## config.mk

```make
export PLATFORM = sky130hd
export DESIGN_NAME = swire_frame_parser
export DESIGN_NICKNAME = d
export VERILOG_FILES = /design/src/rtl/swfp_pkg.sv /design/src/rtl/swfp_collect.sv /design/src/rtl/swfp_slices.sv /design/src/rtl/swire_frame_parser.sv
export SDC_FILE = /design/constraint.sdc
export NUM_CORES = 1
export LEC_CHECK = 0
export ABC_AREA = 1
export BUFFER_PORTS_ARGS = -buffer_cell sky130_fd_sc_hd__buf_2
export CAP_MARGIN = 20
export CORE_ASPECT_RATIO = 0.5
export CORE_MARGIN = 1
export CORE_UTILIZATION = 45
export CTS_BUF_LIST = sky130_fd_sc_hd__clkbuf_8
export DETAILED_ROUTE_END_ITERATION = 8
export PLACE_DENSITY_LB_ADDON = 0.15
export SYNTH_ARGS = -nofsm -noshare
export SYNTH_HDL_FRONTEND = slang
export SYNTH_SLANG_ARGS = --single-unit
export TNS_END_PERCENT = 5
```

## constraint.sdc

```tcl
create_clock -name clk -period 3.1 [get_ports clk]
set_input_delay 0.62 -clock clk [delete_from_list [all_inputs] [get_ports clk]]
set_output_delay 0.62 -clock clk [all_outputs]
set_load 0.02 [all_outputs]
```

## src/rtl/swfp_pkg.sv

```systemverilog
package swfp_pkg;
   typedef enum logic [2:0] {
      SYM_ZERO = 3'd0,
      SYM_ONE  = 3'd1,
      SYM_IDLE = 3'd2,
      SYM_LOW  = 3'd3,
      SYM_BAD  = 3'd4
   } sym_e;

   typedef enum logic [1:0] {
      ST_WAIT,
      ST_ARMED,
      ST_BODY
   } st_e;
endpackage

```

## src/rtl/swfp_collect.sv

```systemverilog
module swfp_collect #(
   parameter int FRAME_BITS = 19,
   localparam int CNT_W = $clog2(FRAME_BITS + 1)
) (
   input  logic                  clk,
   input  logic                  rst_n,
   input  logic                  clr,
   input  logic                  shift_en,
   input  logic                  bit_in,
   output logic [FRAME_BITS-1:0] bits,
   output logic [CNT_W-1:0]      count
);
   generate
      if (FRAME_BITS < 3) begin : g_bad_len
         $error("swfp_collect: FRAME_BITS too small");
      end
   endgenerate

   always_ff @(posedge clk) begin
      if (!rst_n) begin
         bits  <= '0;
         count <= '0;
      end else if (clr) begin
         bits  <= '0;
         count <= '0;
      end else if (shift_en) begin
         bits  <= {bits[FRAME_BITS-2:0], bit_in};
         count <= count + CNT_W'(1);
      end
   end


   count_range_chk: assert property (@(posedge clk) disable iff (!rst_n)
      count <= CNT_W'(FRAME_BITS));
endmodule

```

## src/rtl/swfp_slices.sv

```systemverilog
module swfp_slices #(
   parameter int DATA_W        = 16,
   parameter bit EVEN_SETS_ONE = 1'b1
) (
   input  logic [DATA_W+2:0] bits,
   output logic              tag,
   output logic [DATA_W-1:0] payload,
   output logic              hi_ok,
   output logic              lo_ok
);
   localparam int HALF = DATA_W / 2;

   generate
      if (DATA_W < 2 || (DATA_W % 2) != 0) begin : g_bad_w
         $error("swfp_slices: DATA_W must be even and at least 2");
      end
   endgenerate

   logic odd_hi, odd_lo, want_hi, want_lo;

   assign tag     = bits[DATA_W+2];
   assign payload = bits[DATA_W+1:2];
   assign odd_hi  = ^{tag, payload[DATA_W-1:HALF]};
   assign odd_lo  = ^payload[HALF-1:0];

   generate
      if (EVEN_SETS_ONE) begin : g_even_one
         assign want_hi = ~odd_hi;
         assign want_lo = ~odd_lo;
      end else begin : g_odd_one
         assign want_hi = odd_hi;
         assign want_lo = odd_lo;
      end
   endgenerate

   // P1 is the second-to-last symbol, P0 the last
   assign hi_ok = (bits[1] == want_hi);
   assign lo_ok = (bits[0] == want_lo);
endmodule

```

## src/rtl/swire_frame_parser.sv

```systemverilog
module swire_frame_parser
   import swfp_pkg::*;
#(
   parameter int DATA_W      = 16,
   parameter bit ACK_SUPPORT = 1'b1
) (
   input  logic              clk,
   input  logic              rst_n,
   input  logic              sym_valid,
   input  logic [2:0]        sym_code,
   input  logic              ack_en,
   output logic              dac_we,
   output logic [DATA_W-1:0] dac_word,
   output logic              cfg_we,
   output logic [DATA_W/2-1:0] cfg_addr,
   output logic [DATA_W/2-1:0] cfg_data,
   output logic              frame_err,
   output logic              parity_err,
   output logic              ack_req
);
   localparam int FRAME_BITS = DATA_W + 3;
   localparam int CNT_W      = $clog2(FRAME_BITS + 1);
   localparam int HALF       = DATA_W / 2;

   st_e state, state_n;
   logic clr, shift_en;
   logic ev_dac, ev_cfg, ev_ferr, ev_perr;
   logic [FRAME_BITS-1:0] bits;
   logic [CNT_W-1:0] count;
   logic tag, hi_ok, lo_ok;
   logic [DATA_W-1:0] payload;
   logic c_idle, c_low, c_bit, full;

   swfp_collect #(.FRAME_BITS(FRAME_BITS)) i_collect (
      .clk(clk), .rst_n(rst_n), .clr(clr), .shift_en(shift_en),
      .bit_in(sym_code == SYM_ONE), .bits(bits), .count(count));

   swfp_slices #(.DATA_W(DATA_W), .EVEN_SETS_ONE(1'b1)) i_slices (
      .bits(bits), .tag(tag), .payload(payload), .hi_ok(hi_ok), .lo_ok(lo_ok));

   assign c_idle = (sym_code == SYM_IDLE);
   assign c_low  = (sym_code == SYM_LOW);
   assign c_bit  = (sym_code == SYM_ZERO) || (sym_code == SYM_ONE);
   assign full   = (count == CNT_W'(FRAME_BITS));

   always_comb begin
      state_n  = state;
      clr      = 1'b0;
      shift_en = 1'b0;
      ev_dac   = 1'b0;
      ev_cfg   = 1'b0;
      ev_ferr  = 1'b0;
      ev_perr  = 1'b0;
      if (sym_valid) begin
         unique case (state)
            ST_WAIT: begin
               if (c_idle) begin
                  state_n = ST_ARMED;
                  clr     = 1'b1;
               end
            end
            ST_ARMED: begin
               if (c_idle) begin
                  clr = 1'b1;
               end else if (c_bit) begin
                  shift_en = 1'b1;
                  state_n  = ST_BODY;
               end else if (!c_low) begin
                  ev_ferr = 1'b1;
                  state_n = ST_WAIT;
               end
            end
            ST_BODY: begin
               if (c_bit) begin
                  if (full) begin
                     ev_ferr = 1'b1;
                     clr     = 1'b1;
                     state_n = ST_WAIT;
                  end else begin
                     shift_en = 1'b1;
                  end
               end else if (c_idle) begin
                  clr     = 1'b1;
                  state_n = ST_ARMED;
                  if (!full)              ev_ferr = 1'b1;
                  else if (hi_ok && lo_ok) begin
                     ev_dac = ~tag;
                     ev_cfg = tag;
                  end else                ev_perr = 1'b1;
               end else begin
                  ev_ferr = 1'b1;
                  clr     = 1'b1;
                  state_n = ST_WAIT;
               end
            end
            default: state_n = ST_WAIT;
         endcase
      end
   end

   always_ff @(posedge clk) begin
      if (!rst_n) begin
         state      <= ST_WAIT;
         dac_we     <= 1'b0;
         cfg_we     <= 1'b0;
         frame_err  <= 1'b0;
         parity_err <= 1'b0;
         dac_word   <= '0;
         cfg_addr   <= '0;
         cfg_data   <= '0;
      end else begin
         state      <= state_n;
         dac_we     <= ev_dac;
         cfg_we     <= ev_cfg;
         frame_err  <= ev_ferr;
         parity_err <= ev_perr;
         if (ev_dac) dac_word <= payload;
         if (ev_cfg) begin
            cfg_addr <= payload[DATA_W-1:HALF];
            cfg_data <= payload[HALF-1:0];
         end
      end
   end

   generate
      if (ACK_SUPPORT) begin : g_ack
         always_ff @(posedge clk) begin
            if (!rst_n) ack_req <= 1'b0;
            else        ack_req <= ack_en & (ev_dac | ev_cfg);
         end


         ack_with_write_chk: assert property (@(posedge clk) disable iff (!rst_n)
            ack_req |-> ((dac_we || cfg_we) && $past(ack_en)));
      end else begin : g_no_ack
         assign ack_req = 1'b0;
      end
   endgenerate


   single_event_chk: assert property (@(posedge clk) disable iff (!rst_n)
      $onehot0({dac_we, cfg_we, frame_err, parity_err}));


   event_needs_symbol_chk: assert property (@(posedge clk) disable iff (!rst_n)
      (dac_we || cfg_we || frame_err || parity_err) |-> $past(sym_valid));


   dac_pulse_chk: assert property (@(posedge clk) disable iff (!rst_n)
      dac_we |=> !dac_we);


   close_on_idle_chk: assert property (@(posedge clk) disable iff (!rst_n)
      (dac_we || cfg_we || parity_err) |-> ($past(sym_code) == SYM_IDLE));
endmodule

```

==> results.md, run 1 <==
- The type of the tightest min-delay check is reg -> reg.
- The worst relative slew slack is 0.614.
- The worst setup path is launched from a register.
- The sum of buffers and inverters on the critical path is 1.
- The count of clock tree sinks is 63.
- After clock tree synthesis, the flow added hold-fix buffers numbering 0.
- Setup violations remaining at the end of the flow were counted as 0.
- The required time at the worst-slack endpoint is 3.33 ns.
- The actual transition at the worst max-transition pin is around 0.58 ns.
- The number of I/O pins is 44.
- The routed wire length is 6000 µm.
- A synthesized cell averages a little under 7 µm².
- Of the synthesized area, sequential elements account for 0.432.
- For this configuration, the core starts out at a cell density of 0.474.
- The detailed router placed around 2500 vias in this run.
- The power density over the cells is about 470 mW/mm².
- The peak supply drop is ~0.00019 V.
- After layout, the minimum clock period comes to 2.05 ns.
- From synthesis to final layout, the design area changed by 15.1%.
- The number of max-capacitance violations reported is 0.
- Clock latency on the worst-skew pair, taken at its later pin, is about 0.34 ns.
- Traced cell by cell, the critical path runs through ha_1, nand3_1, nand3_1, nand2_1, nand2_1, buf_4, o21ai_0, nor3b_1.
- The cell row count is 20.
- The final design area excluding fillers is about 0.0034 mm².
- The largest individual stage delay along the critical path comes from the cell sky130_fd_sc_hd__nand2_1.
- The mapped netlist covers ~0.0029 mm².
- The number of global-route vias before repair came to ~2100.
- The via density per instance is between 4 and 5.
- Counting the fill cells in the layout gives 640.
- The category of the critical setup timing path is reg -> reg.
- The repair_antennas step left the layout with diodes totalling 0.
- Counting flops and latches in the post-synthesis netlist gives 63.
- In this run the number of H-tree levels came out at 3.
- The final total negative setup slack is 0 ns.
- For this run, the post-layout net count is ~480.
- The residual antenna-violating net count after detailed routing is 0.
- The cell sitting at the root of the clock tree is a sky130_fd_sc_hd__clkbuf_8.
- Among cell families on the critical path, the largest total delay comes from simple AND/OR/NAND/NOR gates.
- The met1 track demand over resource is 0.287.
- Yosys mapped the design onto 24 distinct sky130hd cell types.
- The overall global routing resource usage is 0.196.
- The run finished with clean final reports.
- The floorplan step defined a die boundary enclosing around 0.0068 mm².
- Across the routed clock network, the largest skew measured is 0.00681 ns.
- The source of the critical timing path is i_collect.count[0].
- The startpoint identified for the worst register-to-register timing path is i_collect.count[0].
- Entering global routing, the biggest net connects 36 pins.
- The number of instances resized during post-cts repair is 0.
- The net count of the mapped netlist is about 440.
- Setup repair after global routing left no endpoint under its margin.
- The instance area at placement is between 0.003 and 0.004 mm².
- The wire length of the first global-routing pass is 10000 µm.
- The count of final max-slew check failures was 0.
- The number of buffers on the longest clock path is 2.
- The library cells used most frequently in the layout, excluding fill and tap cells, are sky130_fd_sc_hd__nand2_1 (113), sky130_fd_sc_hd__nor2_1 (102), sky130_fd_sc_hd__dfxtp_1 (63), sky130_fd_sc_hd__inv_1 (58), sky130_fd_sc_hd__buf_2 (43).
- In this run the standard cell core region covers between 0.006 and 0.007 mm².
- met1 is the most crowded layer.
- Along the worst path, the maximum fanout reaches 21.
- The library cell used most frequently in the layout, excluding fill and tap cells, is sky130_fd_sc_hd__nand2_1.
- The total count of hold-check failures in the final report is 0.
- After legalization and detailed placement, the total HPWL measured 4080 µm.
- Static timing analysis puts the maximum clock frequency at ~500 MHz.
- The worst setup path is captured at a register.
- The register cell area after layout is 0.00126 mm².
- Global routing finished with a remaining overflow of 0.
- In the final layout, the multi-input gates occupy 0.00130 mm².
- The ratio of cells with drive above 1 in the final layout is 0.156.
- For this run, global-route usage on met2 was measured as 0.264.
- The data arrival time of the worst path is about 2.3 ns.
- The die is ~60 µm tall.
- The cell leakage power is 1.84 nW.
- The synthesis warning total is 0.
- The number of antenna violations at the first check in global routing is 0.
- The number of optimization iterations in the first detailed-route pass is 4.
- TritonCTS built the clock tree.
- In this run, CTS created clock tree buffers numbering 9.
- The x dimension of the die is 116 µm.
- The number of instances in the synthesized netlist is ~430.
- After detailed routing, the number of remaining DRC violations is 0.
- For met3 alone, demand over resource in global routing was 0.0628.
- The average routed wire per standard cell is 10.7 µm.
- The critical path's largest stage delay is 0.43 ns.
- Routability-driven placement finished with a final weighted congestion of 0.819.
- The number of buffer cells added on primary ports is 43.
- Of the available clock period, the critical path in the final layout requires 0.661.
- In this run the most critical hold path is launched from i_collect.count[1].
- The detailed router finished its first iteration with 174 violations.
- Clock-pin slew was measured on the worst setup and hold paths at ~0.070 ns.
- Once the clock tree was built, the setup fixing pass inserted 0 buffers.
==> worst paths after layout <==
check                            end  slack [ns]  depth (start not counted)
setup / recovery  i_collect.count[2]        1.05                          8
hold / removal    i_collect.count[1]        0.49                          2
setup reg to reg  i_collect.count[2]        1.05                          8
hold reg to reg   i_collect.count[1]        0.49                          2
==> metal layers <==
metal	wire length (µm)	up-vias
met3	336	12
met5	0	-
li1	-	1383
met2	2130	56
met1	3440	1065
met4	89	0
==> stage by stage <==
stage	worst slack, ns	utilization	cells	hold slack [ns]	total power, mW
2_1_floorplan	1.37	-	431	0.457	0.856
3_3_place_gp	0.902	0.512	547	0.484	0.868
3_5_place_dp	0.869	0.512	547	0.481	0.868
4_1_cts	1.06	0.546	563	0.496	1.61
5_1_grt	0.802	0.546	563	0.510	1.64
6_report	1.05	0.546	563	0.488	1.59
==> registers in the layout, indices dropped and copies added (netlist names), 2 cells and up <==
| register | cells |
|---|---|
| cfg_addr | 8 |
| i_collect.bits | 19 |
| state | 2 |
| cfg_data | 8 |
| i_collect.count | 5 |
| dac_word | 16 |
==> power breakdown <==
group | internal [mW] | switching [mW]
logic | 0.0111 | 0.0263
clock network | 0.413 | 0.327
registers | 0.810 | 0.00165
==> Yosys cell counts, drive strengths merged <==
| master | count | area [µm²] |
|---|---|---|
| a21oi | 10 | 50.1 |
| or2 | 1 | 6.26 |
| dfxtp | 63 | 1260 |
| nor3 | 3 | 15.0 |
| nand2 | 116 | 448 |
| buf | 14 | 97.6 |
| inv | 64 | 240 |
| nand3b | 1 | 7.51 |
| nand3 | 20 | 125 |
| nor2 | 102 | 383 |
| xor2 | 3 | 26.3 |
| o21ai | 4 | 20.0 |
| ha | 5 | 62.6 |
| xnor2 | 1 | 8.76 |
| nor3b | 2 | 15.0 |
| clkbuf | 4 | 17.5 |
| a211oi | 18 | 135 |
==> worst register-to-register path: cells and delay by family, from the launching register on <==
family | cells | cell delay [ns]
buffers and inverters | 1 | 0.35
AND/OR/NAND/NOR | 5 | 0.91
flip-flops | 1 | 0.37
adder cells (fa/ha/maj) | 1 | 0.19
AO/OA/AOI/OAI | 1 | 0.11
==> cell families after synthesis <==
logic type,count (synthesis),share of synthesized area
and+or+nand+nor,245,0.342
buffers and inverters,82,0.122
adders and majority gates,5,0.0214
AOI/OAI and AO/OA,32,0.0703
DFF,63,0.432
xor gates and xnor gates,4,0.0120
==> area by class of cell <==
class                      instances  area share
sequential                        63       0.375
clock buffer                      11      0.0451
tap                               88      0.0328
clock inverter                     5      0.0168
multi-input combinational        286       0.388
inverter                          64      0.0715
timing repair buffer              46      0.0708
Power figures use the tool's default switching activity.
==> run 2, diff against run 1 <==
--- a/config.mk
+++ b/config.mk
@@ -5,7 +5,7 @@
 export SDC_FILE = /design/constraint.sdc
 export NUM_CORES = 1
 export LEC_CHECK = 0
-export ABC_AREA = 1
+export ABC_AREA = 0
 export BUFFER_PORTS_ARGS = -buffer_cell sky130_fd_sc_hd__buf_2
 export CAP_MARGIN = 20
 export CORE_ASPECT_RATIO = 0.5
==> constraint.sdc (replaced) <==
create_clock -name clk -period 2.04 [get_ports clk]
set_input_delay 0.408 -clock clk [delete_from_list [all_inputs] [get_ports clk]]
set_output_delay 0.408 -clock clk [all_outputs]
set_load 0.02 [all_outputs]
==> run 2 against run 1 <==
The flow now finishes with violations (DRC, setup timing); maximum frequency down 3.6%; clock skew up 0.0055 ns; synthesized area down 6.9%; global-route usage increased by 2.1 points; clock power is 59% higher; first-iteration DRC count shrank 47%; cell count down 20%; worst setup slack got worse by 1.1 ns; routed wire length is 3.7% higher; sequential power increased by 51%.
==> results.md, run 2 <==
- For this run, the register share of the synthesized area comes to 0.464.
- Sorting the synthesized cells by how often they occur yields sky130_fd_sc_hd__nand2_1 (71), sky130_fd_sc_hd__dfxtp_1 (63), sky130_fd_sc_hd__mux2i_1 (33), sky130_fd_sc_hd__a21oi_1 (24), sky130_fd_sc_hd__o21ai_0 (21).
- Hold repair after CTS inserted 0 buffers.
- The run finished, with violations left.
- The root cell of the clock tree is sky130_fd_sc_hd__clkbuf_8.
- The clock reaches the later pin of the worst-skew pair after roughly 0.35 ns.
- The final core utilization is 0.627.
- The remaining routing DRC violations is 4.
- The startpoint class of the critical path is a register.
- After routing, the total negative slack on setup checks comes to -1.29 ns.
- For this configuration, the core starts out at a cell density of 0.481.
- The count of clock tree sinks is 63.
- TritonCTS built the clock tree.
- The synthesis warning total is 0.
- After synthesis the cells add up to between 0.002 and 0.003 mm².
- The commonest register cell after synthesis is sky130_fd_sc_hd__dfxtp_1.
- The synthesized design contains 0 enable-type register cells.
- The post-route clock skew is approximately 0.012 ns.
- Synthesis handed over a netlist of between 200 and 300 instances.
- Setup repair after global routing could not meet its margin everywhere.
- In the final layout, the multi-input gates occupy about 0.0014 mm².
- The fill cell total of the finished layout is around 500.
- The number of distinct library cell variants in the gate-level netlist after synthesis is 33.
- After detailed routing, the met3 layer carries 338 µm of wire.
- After detailed routing, the number of vias per cell comes to about 5.1.
- The detailed placement HPWL is between 4000 and 5000 µm.
- In the finished design, the share of the clock period the worst path needs comes to 1.04.
- The fraction of post-synthesis cell area in the top cell type by area is 0.464.
- In the layout the commonest cells are sky130_fd_sc_hd__nand2_1 (71), sky130_fd_sc_hd__dfxtp_1 (55), sky130_fd_sc_hd__buf_2 (43), sky130_fd_sc_hd__mux2i_1 (33), sky130_fd_sc_hd__buf_4 (32).
- In the final design database the tool counted 384 nets.
- The total grt overflow is 0.
- For this block, wires on met1 add up to 3180 µm.
- The residual antenna-violating net count after detailed routing is 0.
- Sorting the synthesized cells by area gives the leading types as sky130_fd_sc_hd__dfxtp_1 (46%), sky130_fd_sc_hd__mux2i_1 (12%), sky130_fd_sc_hd__nand2_1 (9.8%).
- Static timing analysis puts the maximum clock frequency at ~470 MHz.
- The post-layout worst setup margin is -0.0851 ns.
- The largest registers in the layout are i_collect.bits (19), dac_word (16).
- The required time at the worst-slack endpoint is around 2.3 ns.
- For the finished layout, the period the worst path requires is approximately 2.1 ns.
- The most frequent standard cell in the layout excluding fill and tap cells is sky130_fd_sc_hd__nand2_1.
- The H-tree was split into 3 levels.
- The area added between synthesis and finish is 30.5%.
- The slowest library cell on the worst path is sky130_fd_sc_hd__xnor3_1.
- In the post-synthesis netlist, the cell with the most instances is sky130_fd_sc_hd__nand2_1.
- The post-synthesis sequential element count is 63.
- The post-synthesis cell type with the largest combined area is sky130_fd_sc_hd__dfxtp_1.
- The checks that failed: DRC, setup timing.
- Summing over every cut layer, the via total after detailed routing is 2273.
- The type of destination of the critical path is a register.
- The power density over the cells is 703 mW/mm².
- The die footprint is between 0.006 and 0.007 mm².
- Counting flops per register, the top entry is i_collect.bits.
- The die height is 57.0 µm.
- The final hold slack is ~0.28 ns.
- The number of buffer cells added on primary ports is 43.
- The worst setup slack after placement is -0.0740 ns.
- The critical path's largest stage delay is roughly 0.44 ns.
- The final number of setup-violating endpoints is 32.
- The cell leakage power is 1.51 nW.
- For this run, asynchronously set or reset flops after synthesis account for 0.
- Counting every net in the synthesized netlist gives roughly 310.
- Entering global routing, the biggest net connects 30 pins.
- The count of final max-slew check failures came to 0.
- The wire length of the first global-routing pass is approximately 10000 µm.
- The largest fanout of any net on the critical path is 8.
- The number of max-capacitance violations reported is 0.
- The ratio of cells with drive above 1 in the final layout is 0.301.
- The number of optimization iterations in the first detailed-route pass is 6.
- The path class of the tightest hold or removal check is in -> reg.
- From left edge to right edge, the die measures around 110 µm.
- 44 I/O pins were placed.
- In the global route stage, overall resource usage came out at 0.217.
- Routed signal wires occupy layers up through met4.
- After detailed routing, the met2 layer carries around 2600 µm of wire.
- Row generation in the floorplan step produced 19 rows.
- The number of DRC markers after the initial detailed-route iteration is a little over 90.
- The area of the core is ~0.0057 mm².
- The register-to-register setup slack is -0.09 ns.
- The peak supply drop is around 0.0004 V.
- At the end of routability-driven placement, the weighted congestion stood at roughly 0.89.
- The number of antenna violations at the first check in global routing is 0.
- The worst setup path is of the reg -> reg kind.
- After clock tree synthesis, the clock-pin slew on the worst setup and hold paths is roughly 0.07 ns.
- In this run the deepest clock path goes through 2 buffers.
- Data arrives at the worst endpoint at ~2.4 ns.
- The routed wire length is 6230 µm.
- The number of global-route vias before repair was 2146.
- The number of inserted diodes is 0.
- The register cell area after layout is roughly 0.0013 mm².
- Traced cell by cell, the critical path runs through xnor2_2, xnor3_1, xnor2_2, buf_4, nor4_4, buf_4, buf_12, mux2i_1.
- The number of buffers created by CTS is 9.
- The actual transition at the worst max-transition pin is around 0.48 ns.
- The worst pin sits at a relative slew slack of 0.678.
- The total count of hold-check failures in the final report is 0.
- The average cell area after synthesis is between 9 and 10 µm².
- Dividing the detail-routed wire length by the instance count gives about 14 µm.
- The register with the most flip-flops in the layout has 19 of them.
## run 2: cell count changes after synthesis, sizes merged, moves of 14 or more
cell	delta
a21oi	+14
nor2	-92
mux2i	+33
o21ai	+18
inv	-58
nand3	-14
nand2	-45
a211oi	-18
## run 2: layout make-up
| type | count | area share |
|---|---|---|
| clock inverter | 5 | 0.0208 |
| tap | 73 | 0.0257 |
| clock buffer | 10 | 0.0388 |
| sequential | 63 | 0.358 |
| timing repair buffer | 79 | 0.154 |
| multi-input combinational | 213 | 0.395 |
| inverter | 6 | 0.00635 |
## run 2: worst max-delay path, delay by kind of cell, from the launching register on
kind	cells	cell delay, ns
buf+inv	3	0.46
xor+xnor	3	0.75
simple gates	1	0.28
flops	1	0.34
mux	1	0.21
## run 2: path summary, 6_finish.rpt
| path | start | end | cells past startpoint |
|---|---|---|---|
| setup / recovery | i_collect.bits[8] | dac_word[1] | 8 |
| hold / removal | ack_en | ack_req | 3 |
| setup reg to reg | i_collect.bits[8] | dac_word[1] | 8 |
| hold reg to reg | dac_word[8] | dac_word[8] | 2 |
## run 2: power breakdown
group,internal [mW],switching [mW]
Sequential,1.23,0.00160
Clock,0.706,0.476
Combinational,0.0257,0.0545
## run 2: timing repair
item,CTS,global route
gates cloned,1,0
setup endpoints to repair,32,36
hold endpoints to repair,0,0
setup buffers,3,0
pin swaps,7,3
resized for setup,9,3
## run 2: routing by layer
layer	GRT usage	up-vias
met5	0	-
met4	0.0618	0
met3	0.0999	7
met2	0.333	46
met1	0.278	1062
li1	-	1158
## run 2: kinds of logic (layout without fill, tap and decap cells)
| kind of cell | Yosys count | count (layout) | synth area share |
|---|---|---|---|
| DFF | 63 | 63 | 0.464 |
| and+or+nand+nor | 108 | 108 | 0.178 |
| adders and majority gates | 5 | 5 | 0.0230 |
| buffers and inverters | 23 | 100 | 0.0419 |
| xor gates and xnor gates | 19 | 19 | 0.0815 |
| AOI/OAI and AO/OA | 48 | 48 | 0.0907 |
| muxes | 33 | 33 | 0.121 |
## run 2: through the flow
stage	power, mW	cell area (µm²)	cells
floorplan	1.31	2740	299
global placement	1.34	3230	430
detailed placement	1.34	3230	430
CTS	2.53	3530	449
global route	2.60	3550	449
finish	2.49	3550	449
==> run 3, diff against run 2 <==
--- a/config.mk
+++ b/config.mk
@@ -9,12 +9,13 @@
 export BUFFER_PORTS_ARGS = -buffer_cell sky130_fd_sc_hd__buf_2
 export CAP_MARGIN = 20
 export CORE_ASPECT_RATIO = 0.5
-export CORE_MARGIN = 1
+export CORE_MARGIN = 2
 export CORE_UTILIZATION = 45
 export CTS_BUF_LIST = sky130_fd_sc_hd__clkbuf_8
 export DETAILED_ROUTE_END_ITERATION = 8
 export PLACE_DENSITY_LB_ADDON = 0.15
 export SYNTH_ARGS = -nofsm -noshare
 export SYNTH_HDL_FRONTEND = slang
+export SYNTH_HIERARCHICAL = 1
 export SYNTH_SLANG_ARGS = --single-unit
 export TNS_END_PERCENT = 5
==> run 3 against run 2 <==
The run ends with setup timing left; sequential share of layout area is 0.59 points higher; via count down 11%; sequential power hardly changed; first-iteration DRC count rose by 27%; synthesized area grew 7.3%; global-route usage is 3.6 points lower; synthesized cell count is 7.7% lower; worst setup slack better by 0.069 ns; critical path type unchanged; highest routed layer unchanged.
==> results.md, run 3 <==
- In the final layout, the registers with the most flip-flops are i_collect/bits (19), dac_word (16).
- The count of clock tree sinks is 63.
- The number of global-route vias before repair is around 2000.
- In the global route stage, met3 resource usage came out at 0.0818.
- The required time at the worst-slack endpoint is around 2.3 ns.
- After detailed routing, the average wire length per cell comes to around 14 µm.
- The CTS H-tree depth is 3.
- The analysis attributes to cell leakage a power of between 1.5 and 2 nW.
- Of the cells placed in the final design, the portion with a size suffix greater than 1 is 0.289.
- The number of antenna violations at the first check in global routing is 0.
- The post-synthesis cell type with the largest combined area is sky130_fd_sc_hd__dfxtp_1.
- The cell row count is 20.
- Setup slack on the worst reg-to-reg path comes out at -0.02 ns.
- The library cell used most frequently in the layout, excluding fill and tap cells, is sky130_fd_sc_hd__dfxtp_1.
- The worst setup path is captured at a register.
- The number of buffer cells added on primary ports is 43.
- The total grt overflow is 0.
- The later pin in the worst-skew pair is clocked with a latency of roughly 0.34 ns.
- Dividing the synthesized area by the synthesized cell count gives roughly 11 µm².
- The detailed placement HPWL is between 4000 and 5000 µm.
- The met1 track demand over resource is 0.243.
- The post-layout worst setup margin is -0.0158 ns.
- Relative to the synthesized area, the layout overhead comes to 18.8%.
- Summing all non-filler instances in the final layout gives an area of around 0.0035 mm².
- The hold-fix buffer count after cts is 0.
- The count of final max-slew check failures is 0.
- Once placement completed, the tool counted placed cells totaling around 400.
- The largest fanout of any net on the critical path is 6.
- The tree is rooted in a sky130_fd_sc_hd__clkbuf_8.
- Across the routed clock network, the largest skew measured is approximately 0.0079 ns.
- The most frequent cell after synthesis is sky130_fd_sc_hd__dfxtp_1.
- The number of different library cells used by synthesis comes to 36.
- The top cell types in the final layout, fill and taps aside, are sky130_fd_sc_hd__dfxtp_1 (62), sky130_fd_sc_hd__mux2i_1 (55), sky130_fd_sc_hd__buf_2 (43), sky130_fd_sc_hd__nor2b_1 (33), sky130_fd_sc_hd__nor2_1 (22).
- The area of the core is a little over 0.006 mm².
- The die footprint is between 0.007 and 0.008 mm².
- The number of buffers created by CTS is 9.
- For this run, the leading register cell type out of synthesis is sky130_fd_sc_hd__dfxtp_1.
- The data arrival time of the worst path is between 2 and 2.5 ns.
- The initial utilization of the core area, before any placement, comes to 0.474.
- The wire length of the first global-routing pass is slightly below 10000 µm.
- The worst register-to-register path begins at i_collect/bits[9].
- The CTS tree is built.
- The category of the critical setup timing path is reg -> reg.
- The sequential-to-total area share from yosys stat is 0.432.
- Setup repair after global routing could not meet its margin everywhere.
- Synthesis produced a netlist with a net count of roughly 290.
- The number of instances in the synthesized netlist is between 200 and 300.
- The routed layout has a little over 2000 vias.
- The register bank with the most flops is i_collect/bits.
- In this run the critical register-to-register path is captured at dac_word[15].
- The maximum clock frequency is approximately 490 MHz.
- The overall global routing resource usage is 0.181.
- After synthesis, the most frequently instantiated cells are sky130_fd_sc_hd__dfxtp_1 (63), sky130_fd_sc_hd__mux2i_1 (55), sky130_fd_sc_hd__nor2b_1 (33), sky130_fd_sc_hd__nor2_1 (23), sky130_fd_sc_hd__buf_4 (17).
- The x dimension of the die is 118 µm.
- The number of inserted diodes is 0.
- The number of flip-flops in the largest register is 19.
- STA classifies the critical path startpoint as a register.
- The final hold slack is between 0.2 and 0.3 ns.
- Entering global routing, the biggest net connects 26 pins.
- The number of max-capacitance violations reported is 0.
- The number of cell instances on the worst register-to-register path is 8.
- The congestion estimate from routability-driven global placement came to roughly 0.81.
- Measured against its own limit, the worst slew margin works out to 0.735.
- The number of synthesized flops with an enable pin is 0.
- In this run the count of I/O pins placed on the die edge is between 40 and 50.
- The run finished, with violations left.
- After filler insertion, the fill cell instance count of the layout stands at around 560.
- Once detail routing completed, the nets flagged for antenna violations numbered 0.
- After detailed placement, the total cell area comes to approximately 0.0033 mm².
- After the last flow step, the layout net total stands at between 300 and 400.
- The number of buffers on the longest clock path is 2.
- For this block, the routed nets add up to between 5000 and 6000 µm of wire.
- The checks that failed: setup timing.
- The termination of the worst setup path is dac_word[15].
- The fraction of post-synthesis cell area in the top cell type by area is 0.432.
- The layer with the highest usage is met2.
- The peak supply drop is about 0.00052 V.
- The async set-reset flop share out of synthesis is 0.
- The number of optimization iterations in the first detailed-route pass is 4.
- Dividing the final minimum period by the clock period gives 1.01.
- The via density per instance is 4.84.
- By area the synthesized netlist is led by sky130_fd_sc_hd__dfxtp_1 (43%), sky130_fd_sc_hd__mux2i_1 (19%), sky130_fd_sc_hd__nor2b_1 (7.1%).
- The total count of hold-check failures in the final report is 0.
- Clock-pin slew was measured on the worst setup and hold paths at approximately 0.070 ns.
- The post-synthesis sequential element count is 63.
- The post-layout minimum cycle time is just over 2 ns.
- The number of cells in the finished layout apart from fillers is 417.
- The summed instance area of the synthesized netlist is 0.00292 mm².
- The remaining routing DRC violations is 0.
- In this run the power density over the cells is 652 mW/mm².
- The met2 layer usage reported by global route is 0.272.
- The final number of setup-violating endpoints is 13.
- The number of DRC markers after the initial detailed-route iteration is 118.
- The die height is 60.9 µm.
- The type of the tightest min-delay check is in -> reg.
- The source of the critical timing path is i_collect/bits[9].
- Yosys printed 6 warnings.
- At the pin with the least slew margin, the transition time is slightly below 0.4 ns.
==> run 3: where the power goes <==
group / internal, mW / switching, mW / total [mW]
registers: 1.23 / 0.00177 / 1.23
clock network: 0.493 / 0.459 / 0.953
logic: 0.0317 / 0.0431 / 0.0749
total: 1.76 / 0.504 / 2.26
==> run 3: how the worst min path moves through the flow <==
stage | end | depth (start not counted) | slack [ns] | from
floorplan | state[0] | 2 | 0.47 | state[0]
global placement | state[0] | 2 | 0.48 | state[0]
detailed placement | dac_word[9] | 2 | 0.50 | dac_word[9]
CTS | ack_req | 2 | 0.25 | ack_en
global route | ack_req | 2 | 0.26 | ack_en
finish | ack_req | 2 | 0.27 | ack_en
==> run 3: what timing repair did <==
action	in CTS	in global routing
pin swaps	2	0
buffers inserted	1	1
resized for setup	1	4
setup endpoints to repair	32	51
==> run 3: layer usage <==
| layer | vias to the layer above | share of wire |
|---|---|---|
| met4 | 0 | 0.0099 |
| met3 | 6 | 0.070 |
| li1 | 1020 | - |
| met5 | - | 0 |
| met1 | 942 | 0.50 |
| met2 | 49 | 0.42 |
==> run 3: cells by family (layout without fill, tap and decap cells) <==
family | after synthesis | after routing | synth area share
fa+ha+maj | 5 | 5 | 0.0215
xor+xnor | 16 | 16 | 0.0626
buf+inv | 32 | 85 | 0.0746
flops | 63 | 63 | 0.432
simple gates | 92 | 92 | 0.190
compound gates | 13 | 13 | 0.0296
mux | 55 | 55 | 0.189
==> run 3: final cells by class <==
type,count,area (µm²),share of cell area
clock buffers,11,151,0.0437
clock inverters,5,25.0,0.00722
inverters,4,15.0,0.00433
multi-input cells,181,1470,0.425
flip-flops and latches,63,1260,0.364
well taps,88,110,0.0318
repair buffers,65,430,0.124
==> run 3: critical path: stages, from the launching register on <==
cell and delay, ns:
sky130_fd_sc_hd__dfxtp_1 0.36, sky130_fd_sc_hd__xnor2_1 0.12, sky130_fd_sc_hd__xnor3_1 0.46, sky130_fd_sc_hd__xnor2_2 0.21, sky130_fd_sc_hd__and4b_1 0.26, sky130_fd_sc_hd__nand4_4 0.12
sky130_fd_sc_hd__buf_4 0.20, sky130_fd_sc_hd__mux2i_1 0.14, sky130_fd_sc_hd__nor2b_1 0.06
==> run 3: per-stage QoR <==
step	TNS [ns]	utilization	setup WS (ns)	power, mW
6_report	-0.123	0.563	-0.0158	2.26
5_1_grt	-3.43	0.563	-0.140	2.36
4_1_cts	0	0.559	0.00298	2.29
3_5_place_dp	-0.249	0.529	-0.0359	1.33
3_3_place_gp	0	0.529	0.0153	1.33
2_1_floorplan	0	-	0.00167	1.31
